===== src/rtl/intr_route_pkg.sv =====
`timescale 1ns/1ps
package intr_route_pkg;
  localparam int DEST_W  = 8;
  localparam int VEC_W   = 8;
  localparam int DMODE_W = 3;

  localparam logic [DMODE_W-1:0] DM_FIXED  = 3'b000;
  localparam logic [DMODE_W-1:0] DM_LOWEST = 3'b001;
  localparam logic [DMODE_W-1:0] DM_NMI    = 3'b100;

  typedef enum logic [1:0] {
    ST_IDLE = 2'd0,
    ST_RUN  = 2'd1,
    ST_FIN  = 2'd2
  } seq_state_e;

  typedef struct packed {
    logic [VEC_W-1:0] vector;
    logic             level;
    logic             nmi;
  } dispatch_hdr_t;
endpackage


===== src/rtl/intr_target_mask.sv =====
`timescale 1ns/1ps
module intr_target_mask #(
  parameter int N_CPU = 8,
  parameter int ID_W  = intr_route_pkg::DEST_W
) (
  input  logic [ID_W-1:0]       dest,
  input  logic                  logical,
  input  logic [N_CPU-1:0]      present,
  input  logic [N_CPU*ID_W-1:0] phys_ids,
  input  logic [N_CPU*ID_W-1:0] log_ids,
  output logic [N_CPU-1:0]      target_mask
);
  localparam logic [ID_W-1:0] ALL_ONES = {ID_W{1'b1}};

  function automatic logic logical_hit(input logic [ID_W-1:0] a,
                                       input logic [ID_W-1:0] b);
    return |(a & b);
  endfunction

  function automatic logic [N_CPU-1:0] keep_lowest(input logic [N_CPU-1:0] m);
    return m & (~m + 1'b1);
  endfunction

  logic [N_CPU-1:0] phys_eq;
  logic [N_CPU-1:0] log_eq;

  for (genvar g = 0; g < N_CPU; g++) begin : g_cmp
    assign phys_eq[g] = present[g] && (phys_ids[g*ID_W +: ID_W] == dest);
    assign log_eq[g]  = present[g] && logical_hit(log_ids[g*ID_W +: ID_W], dest);
  end

  always_comb begin
    if (!logical) begin
      if (dest == ALL_ONES) target_mask = present;
      else                  target_mask = keep_lowest(phys_eq);
    end else begin
      if (dest == '0) target_mask = '0;
      else            target_mask = log_eq;
    end
  end
endmodule


===== src/rtl/intr_lowprio_pick.sv =====
`timescale 1ns/1ps
module intr_lowprio_pick #(
  parameter int N_CPU  = 8,
  parameter int PRIO_W = 4
) (
  input  logic [N_CPU-1:0]        cand,
  input  logic [N_CPU*PRIO_W-1:0] prio,
  output logic [N_CPU-1:0]        pick_oh
);
  logic [PRIO_W-1:0] best_p;
  logic [N_CPU-1:0]  best_oh;
  logic              found;

  always_comb begin
    best_p  = '0;
    best_oh = '0;
    found   = 1'b0;
    for (int i = 0; i < N_CPU; i++) begin
      if (cand[i] && (!found || (prio[i*PRIO_W +: PRIO_W] < best_p))) begin
        found   = 1'b1;
        best_p  = prio[i*PRIO_W +: PRIO_W];
        best_oh = '0;
        best_oh[i] = 1'b1;
      end
    end
    pick_oh = best_oh;
  end
endmodule


===== src/rtl/intr_dispatch_seq.sv =====
`timescale 1ns/1ps
module intr_dispatch_seq
  import intr_route_pkg::*;
#(
  parameter int N_CPU = 8,
  parameter int CPU_W = (N_CPU > 1) ? $clog2(N_CPU) : 1
) (
  input  logic               clk,
  input  logic               rst_n,
  input  logic               load,
  input  logic [N_CPU-1:0]   load_mask,
  input  dispatch_hdr_t      load_hdr,
  output logic               busy,
  output logic               irq_strobe,
  output logic               nmi_strobe,
  output logic [CPU_W-1:0]   tgt_cpu,
  output logic [VEC_W-1:0]   irq_vector,
  output logic               irq_level,
  output logic               done,
  output logic               injected
);
  function automatic logic [CPU_W-1:0] oh_to_idx(input logic [N_CPU-1:0] oh);
    logic [CPU_W-1:0] idx;
    idx = '0;
    for (int i = 0; i < N_CPU; i++)
      if (oh[i]) idx = idx | CPU_W'(i);
    return idx;
  endfunction

  seq_state_e       state_q;
  logic [N_CPU-1:0] rem_q;
  dispatch_hdr_t    hdr_q;
  logic             inj_q;
  logic [N_CPU-1:0] low_oh;
  logic [N_CPU-1:0] rem_next;

  assign low_oh   = rem_q & (~rem_q + 1'b1);
  assign rem_next = rem_q & ~low_oh;

  always_ff @(posedge clk) begin
    if (!rst_n) begin
      state_q <= ST_IDLE;
      rem_q   <= '0;
      hdr_q   <= '0;
      inj_q   <= 1'b0;
    end else begin
      unique case (state_q)
        ST_IDLE: if (load) begin
          rem_q   <= load_mask;
          hdr_q   <= load_hdr;
          inj_q   <= (load_mask != '0) && !load_hdr.nmi;
          state_q <= (load_mask != '0) ? ST_RUN : ST_FIN;
        end
        ST_RUN: begin
          rem_q <= rem_next;
          if (rem_next == '0) state_q <= ST_FIN;
        end
        ST_FIN:  state_q <= ST_IDLE;
        default: state_q <= ST_IDLE;
      endcase
    end
  end

  assign busy       = (state_q != ST_IDLE);
  assign irq_strobe = (state_q == ST_RUN) && !hdr_q.nmi;
  assign nmi_strobe = (state_q == ST_RUN) &&  hdr_q.nmi;
  assign tgt_cpu    = oh_to_idx(low_oh);
  assign irq_vector = hdr_q.vector;
  assign irq_level  = hdr_q.level;
  assign done       = (state_q == ST_FIN);
  assign injected   = (state_q == ST_FIN) && inj_q;
endmodule


===== src/rtl/intr_route_dispatch.sv =====
`timescale 1ns/1ps
module intr_route_dispatch
  import intr_route_pkg::*;
#(
  parameter int N_CPU  = 8,
  parameter int PIN_W  = 5,
  parameter int PRIO_W = 4,
  localparam int CPU_W = (N_CPU > 1) ? $clog2(N_CPU) : 1
) (
  input  logic                    clk,
  input  logic                    rst_n,
  input  logic                    start,
  input  logic [DEST_W-1:0]       dest,
  input  logic                    dest_logical,
  input  logic [DMODE_W-1:0]      dmode,
  input  logic [VEC_W-1:0]        vector,
  input  logic                    level_trig,
  input  logic [PIN_W-1:0]        pin,
  input  logic [N_CPU-1:0]        cpu_present,
  input  logic [N_CPU*DEST_W-1:0] cpu_phys_id,
  input  logic [N_CPU*DEST_W-1:0] cpu_logical_id,
  input  logic [N_CPU*PRIO_W-1:0] cpu_prio,
  output logic                    busy,
  output logic                    irq_strobe,
  output logic                    nmi_strobe,
  output logic [CPU_W-1:0]        tgt_cpu,
  output logic [VEC_W-1:0]        irq_vector,
  output logic                    irq_level,
  output logic                    done,
  output logic                    injected
);
  localparam logic [N_CPU-1:0] CPU0_ONLY = N_CPU'(1);

  logic [N_CPU-1:0] raw_mask;
  logic [N_CPU-1:0] pick_oh;
  logic [N_CPU-1:0] final_mask;
  logic             accept;
  logic             pin_zero;
  dispatch_hdr_t    hdr;

  intr_target_mask #(.N_CPU(N_CPU), .ID_W(DEST_W)) u_mask (
    .dest        (dest),
    .logical     (dest_logical),
    .present     (cpu_present),
    .phys_ids    (cpu_phys_id),
    .log_ids     (cpu_logical_id),
    .target_mask (raw_mask)
  );

  intr_lowprio_pick #(.N_CPU(N_CPU), .PRIO_W(PRIO_W)) u_pick (
    .cand    (raw_mask),
    .prio    (cpu_prio),
    .pick_oh (pick_oh)
  );

  assign pin_zero = (pin == '0);
  assign accept   = start && !busy;

  always_comb begin
    final_mask = '0;
    unique case (dmode)
      DM_FIXED:  final_mask = (pin_zero && raw_mask != '0) ? CPU0_ONLY : raw_mask;
      DM_LOWEST: if (raw_mask != '0) final_mask = pin_zero ? CPU0_ONLY : pick_oh;
      DM_NMI:    final_mask = raw_mask;
      default:   final_mask = '0;
    endcase
  end

  assign hdr.vector = vector;
  assign hdr.level  = level_trig;
  assign hdr.nmi    = (dmode == DM_NMI);

  intr_dispatch_seq #(.N_CPU(N_CPU), .CPU_W(CPU_W)) u_seq (
    .clk        (clk),
    .rst_n      (rst_n),
    .load       (accept),
    .load_mask  (final_mask),
    .load_hdr   (hdr),
    .busy       (busy),
    .irq_strobe (irq_strobe),
    .nmi_strobe (nmi_strobe),
    .tgt_cpu    (tgt_cpu),
    .irq_vector (irq_vector),
    .irq_level  (irq_level),
    .done       (done),
    .injected   (injected)
  );
endmodule


===== config.mk =====
export PLATFORM = sky130hd
export DESIGN_NAME = intr_route_dispatch
export DESIGN_NICKNAME = d
export VERILOG_FILES = /design/src/rtl/intr_route_pkg.sv /design/src/rtl/intr_target_mask.sv /design/src/rtl/intr_lowprio_pick.sv /design/src/rtl/intr_dispatch_seq.sv /design/src/rtl/intr_route_dispatch.sv
export SDC_FILE = /design/constraint.sdc
export NUM_CORES = 1
export LEC_CHECK = 0
export BUFFER_PORTS_ARGS = -buffer_cell sky130_fd_sc_hd__buf_2
export CELL_PAD_IN_SITES_DETAIL_PLACEMENT = 0
export CELL_PAD_IN_SITES_GLOBAL_PLACEMENT = 1
export CORE_UTILIZATION = 30
export CTS_BUF_LIST = sky130_fd_sc_hd__clkbuf_8
export DETAILED_ROUTE_END_ITERATION = 8
export HOLD_SLACK_MARGIN = 0.02
export PLACE_DENSITY = 0.77
export REMOVE_ABC_BUFFERS = 1
export SYNTH_ARGS = -nofsm -noshare
export SYNTH_HDL_FRONTEND = slang
export SYNTH_SLANG_ARGS = --single-unit
export TNS_END_PERCENT = 1

===== constraint.sdc =====
create_clock -name clk -period 36.6 [get_ports clk]
set_input_delay 1.83 -clock clk [delete_from_list [all_inputs] [get_ports clk]]
set_output_delay 1.83 -clock clk [all_outputs]
set_load 0.005 [all_outputs]

==> impl_results.html <==
<table>
<tr><th>Metric</th><th>Value</th></tr>
<tr><th colspan="2">Synth</th></tr>
<tr><td>Cell with the most instances after synthesis</td><td>nand2_1</td></tr>
<tr><td>Synthesized area per cell</td><td>7.13 um^2</td></tr>
<tr><td>Post-synthesis register bit count</td><td>21</td></tr>
<tr><td>Number of enable-type register cells in the synthesized netlist</td><td>0</td></tr>
<tr><td>Top cells by instance count after synthesis</td><td>nand2_1 (63), nor2_1 (34), xnor2_1 (32), xor2_1 (32), a21oi_1 (30)</td></tr>
<tr><td>Share of flip-flops with an asynchronous set or reset</td><td>0</td></tr>
<tr><td>Synth Instances</td><td>553</td></tr>
<tr><td>Most used flip-flop cell after synthesis</td><td>dfxtp_1</td></tr>
<tr><td>Netlist Area Pre-Place</td><td>3940 um^2</td></tr>
<tr><td>Fraction of post-synthesis cell area in the top cell type by area</td><td>0.107</td></tr>
<tr><td>Library cells used by synthesis</td><td>74</td></tr>
<tr><td>Dominant cells by area after synthesis</td><td>dfxtp_1 (11%), xnor2_1 (7.1%), xor2_1 (7.1%)</td></tr>
<tr><td>Seq/Total Area, Yosys</td><td>0.107</td></tr>
<tr><td>Ys Warns</td><td>0</td></tr>
<tr><td>Dominant cell type by area after synthesis</td><td>dfxtp_1</td></tr>
<tr><th colspan="2">Setup path</th></tr>
<tr><td>Worst path slowest cell</td><td>a21oi_1</td></tr>
<tr><td>Worst setup path category</td><td>input pin to flip-flop</td></tr>
<tr><td>Startpoint of the most critical setup path</td><td>dest[4]</td></tr>
<tr><td>Cell family with most CP delay</td><td>compound AO/OA/AOI/OAI gates</td></tr>
<tr><td>Critical R2R Launch</td><td>u_seq.state_q[1]</td></tr>
<tr><td>Cell occurring most often along the worst timing path</td><td>a21oi_1</td></tr>
<tr><td>Startpoint type of the worst setup path</td><td>input pin</td></tr>
<tr><td>Nature of the critical path endpoint</td><td>flip-flop</td></tr>
<tr><td>Crit Path Max Fanout</td><td>18</td></tr>
<tr><td>CP max stage delay</td><td>0.67 ns</td></tr>
<tr><td>WP buf/inv</td><td>3</td></tr>
<tr><td>Critical Path AT</td><td>16.02 ns</td></tr>
<tr><td>WP data required</td><td>36.76 ns</td></tr>
<tr><th colspan="2">Detailed routing</th></tr>
<tr><td>Final wirelength</td><td>15.3 mm</td></tr>
<tr><td>Drt wl/cell</td><td>16.8 um</td></tr>
<tr><td>Detail-routed via count per cell</td><td>5.49</td></tr>
<tr><td>Drt drc</td><td>0</td></tr>
<tr><td>Pre-Repair DR Iteration Count</td><td>5</td></tr>
<tr><td>Detail Route Antenna Nets</td><td>0</td></tr>
<tr><td>DRC marker count from the first detailed-route iteration</td><td>259</td></tr>
<tr><td>Via total after detailed routing</td><td>4992</td></tr>
<tr><th colspan="2">STA</th></tr>
<tr><td>Worst-margin pin slew</td><td>0.904 ns</td></tr>
<tr><td>Min Clock Period, post-route</td><td>15.86 ns</td></tr>
<tr><td>Setup TNS</td><td>0 ns</td></tr>
<tr><td>Setup violation total in the final timing report</td><td>0</td></tr>
<tr><td>Max-slew headroom at the worst pin</td><td>0.395</td></tr>
<tr><td>Worst-case clock skew</td><td>0.00185 ns</td></tr>
<tr><td>Hold slack final</td><td>0.469 ns</td></tr>
<tr><td>Setup repair after global routing missed its margin</td><td>no</td></tr>
<tr><td>Max-slew violation count</td><td>0</td></tr>
<tr><td>Final hold violation count</td><td>0</td></tr>
<tr><td>Achievable clock frequency</td><td>0.0630 GHz</td></tr>
<tr><td>Final critical-path setup slack</td><td>20.74 ns</td></tr>
<tr><td>Ratio of final minimum period to clock period</td><td>0.433</td></tr>
<tr><th colspan="2">Final layout</th></tr>
<tr><td>Total non-filler cell area in the finished layout</td><td>5070 um^2</td></tr>
<tr><td>Layout fillers</td><td>1412</td></tr>
<tr><td>Number of standard cells in the final layout excluding fillers</td><td>910</td></tr>
<tr><td>Syn-to-layout area delta</td><td>28.6%</td></tr>
<tr><td>Layout cells sized above 1</td><td>0.318</td></tr>
<tr><td>Final net count</td><td>955</td></tr>
<tr><td>Layout Utilization</td><td>0.398</td></tr>
<tr><th colspan="2">GRT</th></tr>
<tr><td>Largest net degree at the start of global routing</td><td>24</td></tr>
<tr><td>Number of antenna violations at the first check in global routing</td><td>2</td></tr>
<tr><td>Total overflow reported by the global router</td><td>0</td></tr>
<tr><td>Vias in the first global route</td><td>4964</td></tr>
<tr><td>All-layer global routing usage</td><td>0.222</td></tr>
<tr><td>First-pass GRT wire length</td><td>23.7 mm</td></tr>
<tr><th colspan="2">Pwr</th></tr>
<tr><td>Largest voltage drop on the vdd net</td><td>0.0130 mV</td></tr>
<tr><td>Cell-internal power</td><td>62.7 uW</td></tr>
<tr><td>Switching power</td><td>47.1 uW</td></tr>
<tr><td>Total power density per cell area</td><td>21.7 nW/um^2</td></tr>
<tr><td>Static leakage</td><td>2.36 nW</td></tr>
<tr><td>Comb power frac</td><td>0.629</td></tr>
<tr><td>Power share of the clock group</td><td>0.138</td></tr>
<tr><td>Register share of total power</td><td>0.232</td></tr>
<tr><td>Overall power of the completed layout</td><td>110 uW</td></tr>
<tr><td>Switching fraction of total power</td><td>0.429</td></tr>
<tr><th colspan="2">Placement</th></tr>
<tr><td>Sum of net half-perimeters after detailed placement</td><td>13.0 mm</td></tr>
<tr><td>Global placement routability congestion</td><td>0.940</td></tr>
<tr><td>Pre-CTS WS</td><td>20.56 ns</td></tr>
<tr><td>Cell area after placement</td><td>5020 um^2</td></tr>
<tr><td>Cell total after placement</td><td>904</td></tr>
<tr><td>Port Buffer Count</td><td>213</td></tr>
<tr><th colspan="2">Clock tree</th></tr>
<tr><td>Inserted Clock Buffers</td><td>3</td></tr>
<tr><td>Num Clock Sinks</td><td>21</td></tr>
<tr><td>Post-CTS sizing</td><td>0</td></tr>
<tr><td>Largest buffer count on any clock path</td><td>2</td></tr>
<tr><td>Root Buffer</td><td>clkbuf_8</td></tr>
<tr><td>Post-CTS Hold Buffers</td><td>0</td></tr>
<tr><td>Clock latency on the worst-skew pair</td><td>0.26 ns</td></tr>
<tr><td>Clock tree from TritonCTS</td><td>built</td></tr>
<tr><td>Post-CTS setup-driven buffer insertion count</td><td>0</td></tr>
<tr><td>Register clock-pin slew on the reported worst setup and hold paths</td><td>0.08 ns</td></tr>
<tr><td>Total number of H-tree levels</td><td>1</td></tr>
<tr><th colspan="2">Floorplanning</th></tr>
<tr><td>Boundary Pins</td><td>214</td></tr>
<tr><td>Core Region</td><td>12700 um^2</td></tr>
<tr><td>Placement row count</td><td>41</td></tr>
<tr><td>Die height</td><td>117 um</td></tr>
<tr><td>Starting density of the core</td><td>0.310</td></tr>
<tr><td>Die Outline Area</td><td>13600 um^2</td></tr>
<tr><td>Horizontal die dimension</td><td>117 um</td></tr>
<tr><th colspan="2">Worst hold path</th></tr>
<tr><td>Path class of the lowest-slack min-delay path</td><td>flip-flop to flip-flop</td></tr>
<tr><td>Worst Hold Launch</td><td>u_seq.irq_vector[4]</td></tr>
<tr><th colspan="2">Outcome</th></tr>
<tr><td>Outcome</td><td>completed</td></tr>
<tr><th colspan="2">Job</th></tr>
<tr><td>Maximum capacitance violations</td><td>0</td></tr>
</table>
==> worst paths after layout <==
path / cells after the start / slack (ns) / endpoint
setup / recovery: 61 / 20.74 / u_seq.state_q[0]
hold / removal: 2 / 0.47 / u_seq.irq_vector[4]
hold reg to reg: 2 / 0.47 / u_seq.irq_vector[4]
setup reg to reg: 7 / 34.34 / u_seq.rem_q[2]
==> worst min-delay path, cell delays in order, from the launching register on <==
cell and delay (ns):
dfxtp_1 0.31, nand2_1 0.05, a21boi_0 0.06
==> registers in the layout (all words and copies together) (netlist names) <==
signal / cells
u_seq.inj_q: 1
u_seq.rem_q: 8
u_seq.hdr_q: 1
u_seq.irq_level: 1
u_seq.state_q: 2
u_seq.irq_vector: 8
==> logic make-up (layout without fill, tap and decap cells) <==
logic type | Yosys count | after routing | synth area share
adder cells (fa/ha/maj) | 23 | 23 | 0.0717
AND/OR/NAND/NOR | 195 | 195 | 0.252
AO/OA/AOI/OAI | 185 | 185 | 0.331
multiplexers | 9 | 9 | 0.0238
other | 0 | 2 | 0
flip-flops | 21 | 21 | 0.107
XOR/XNOR | 64 | 64 | 0.142
buffers and inverters | 56 | 239 | 0.0733
==> per-layer routing <==
metal / global-route usage / wire length [um] / vias to the layer above
met5: 0 / 0 / -
met4: 0.0650 / 344 / 0
met3: 0.0171 / 790 / 26
met2: 0.457 / 8330 / 209
met1: 0.235 / 5830 / 2326
li1: - / - / 2431
==> area by class of cell <==
cell class                 instances  area [um^2]  share of cell area
inverter                          22         82.6              0.0163
antenna                            2         5.00            0.000987
sequential                        21          420              0.0829
clock inverter                     1         5.00            0.000987
timing repair buffer             213         1070               0.210
multi-input combinational        476         3230               0.638
tap                              172          215              0.0425
clock buffer                       3         41.3             0.00815
==> cell usage in the layout, fill, tap and decap left out, types with 13 or more instances in the layout <==
master,Yosys,layout
a31oi_1,13,13
a21boi_0,13,13
o21ai_0,23,23
nor3_1,14,14
nand4_1,18,18
dfxtp_1,21,21
nand3_1,13,13
nand2_1,63,63
a21oi_1,30,30
xnor2_1,32,32
ha_1,21,21
nor2_1,34,34
buf_2,0,213
a22oi_1,26,26
xor2_1,32,32
inv_1,22,22
==> power by group through the flow <==
stage | logic, mW | registers (mW) | clock network [mW]
2_1_floorplan | 0.0413 | 0.0257 | 0
3_3_place_gp | 0.0671 | 0.0259 | 0
3_5_place_dp | 0.0688 | 0.0260 | 0
4_1_cts | 0.0690 | 0.0255 | 0.0155
6_report | 0.0691 | 0.0255 | 0.0152
5_1_grt | 0.0764 | 0.0257 | 0.0163
No activity file was read; power rests on OpenSTA's default activity.
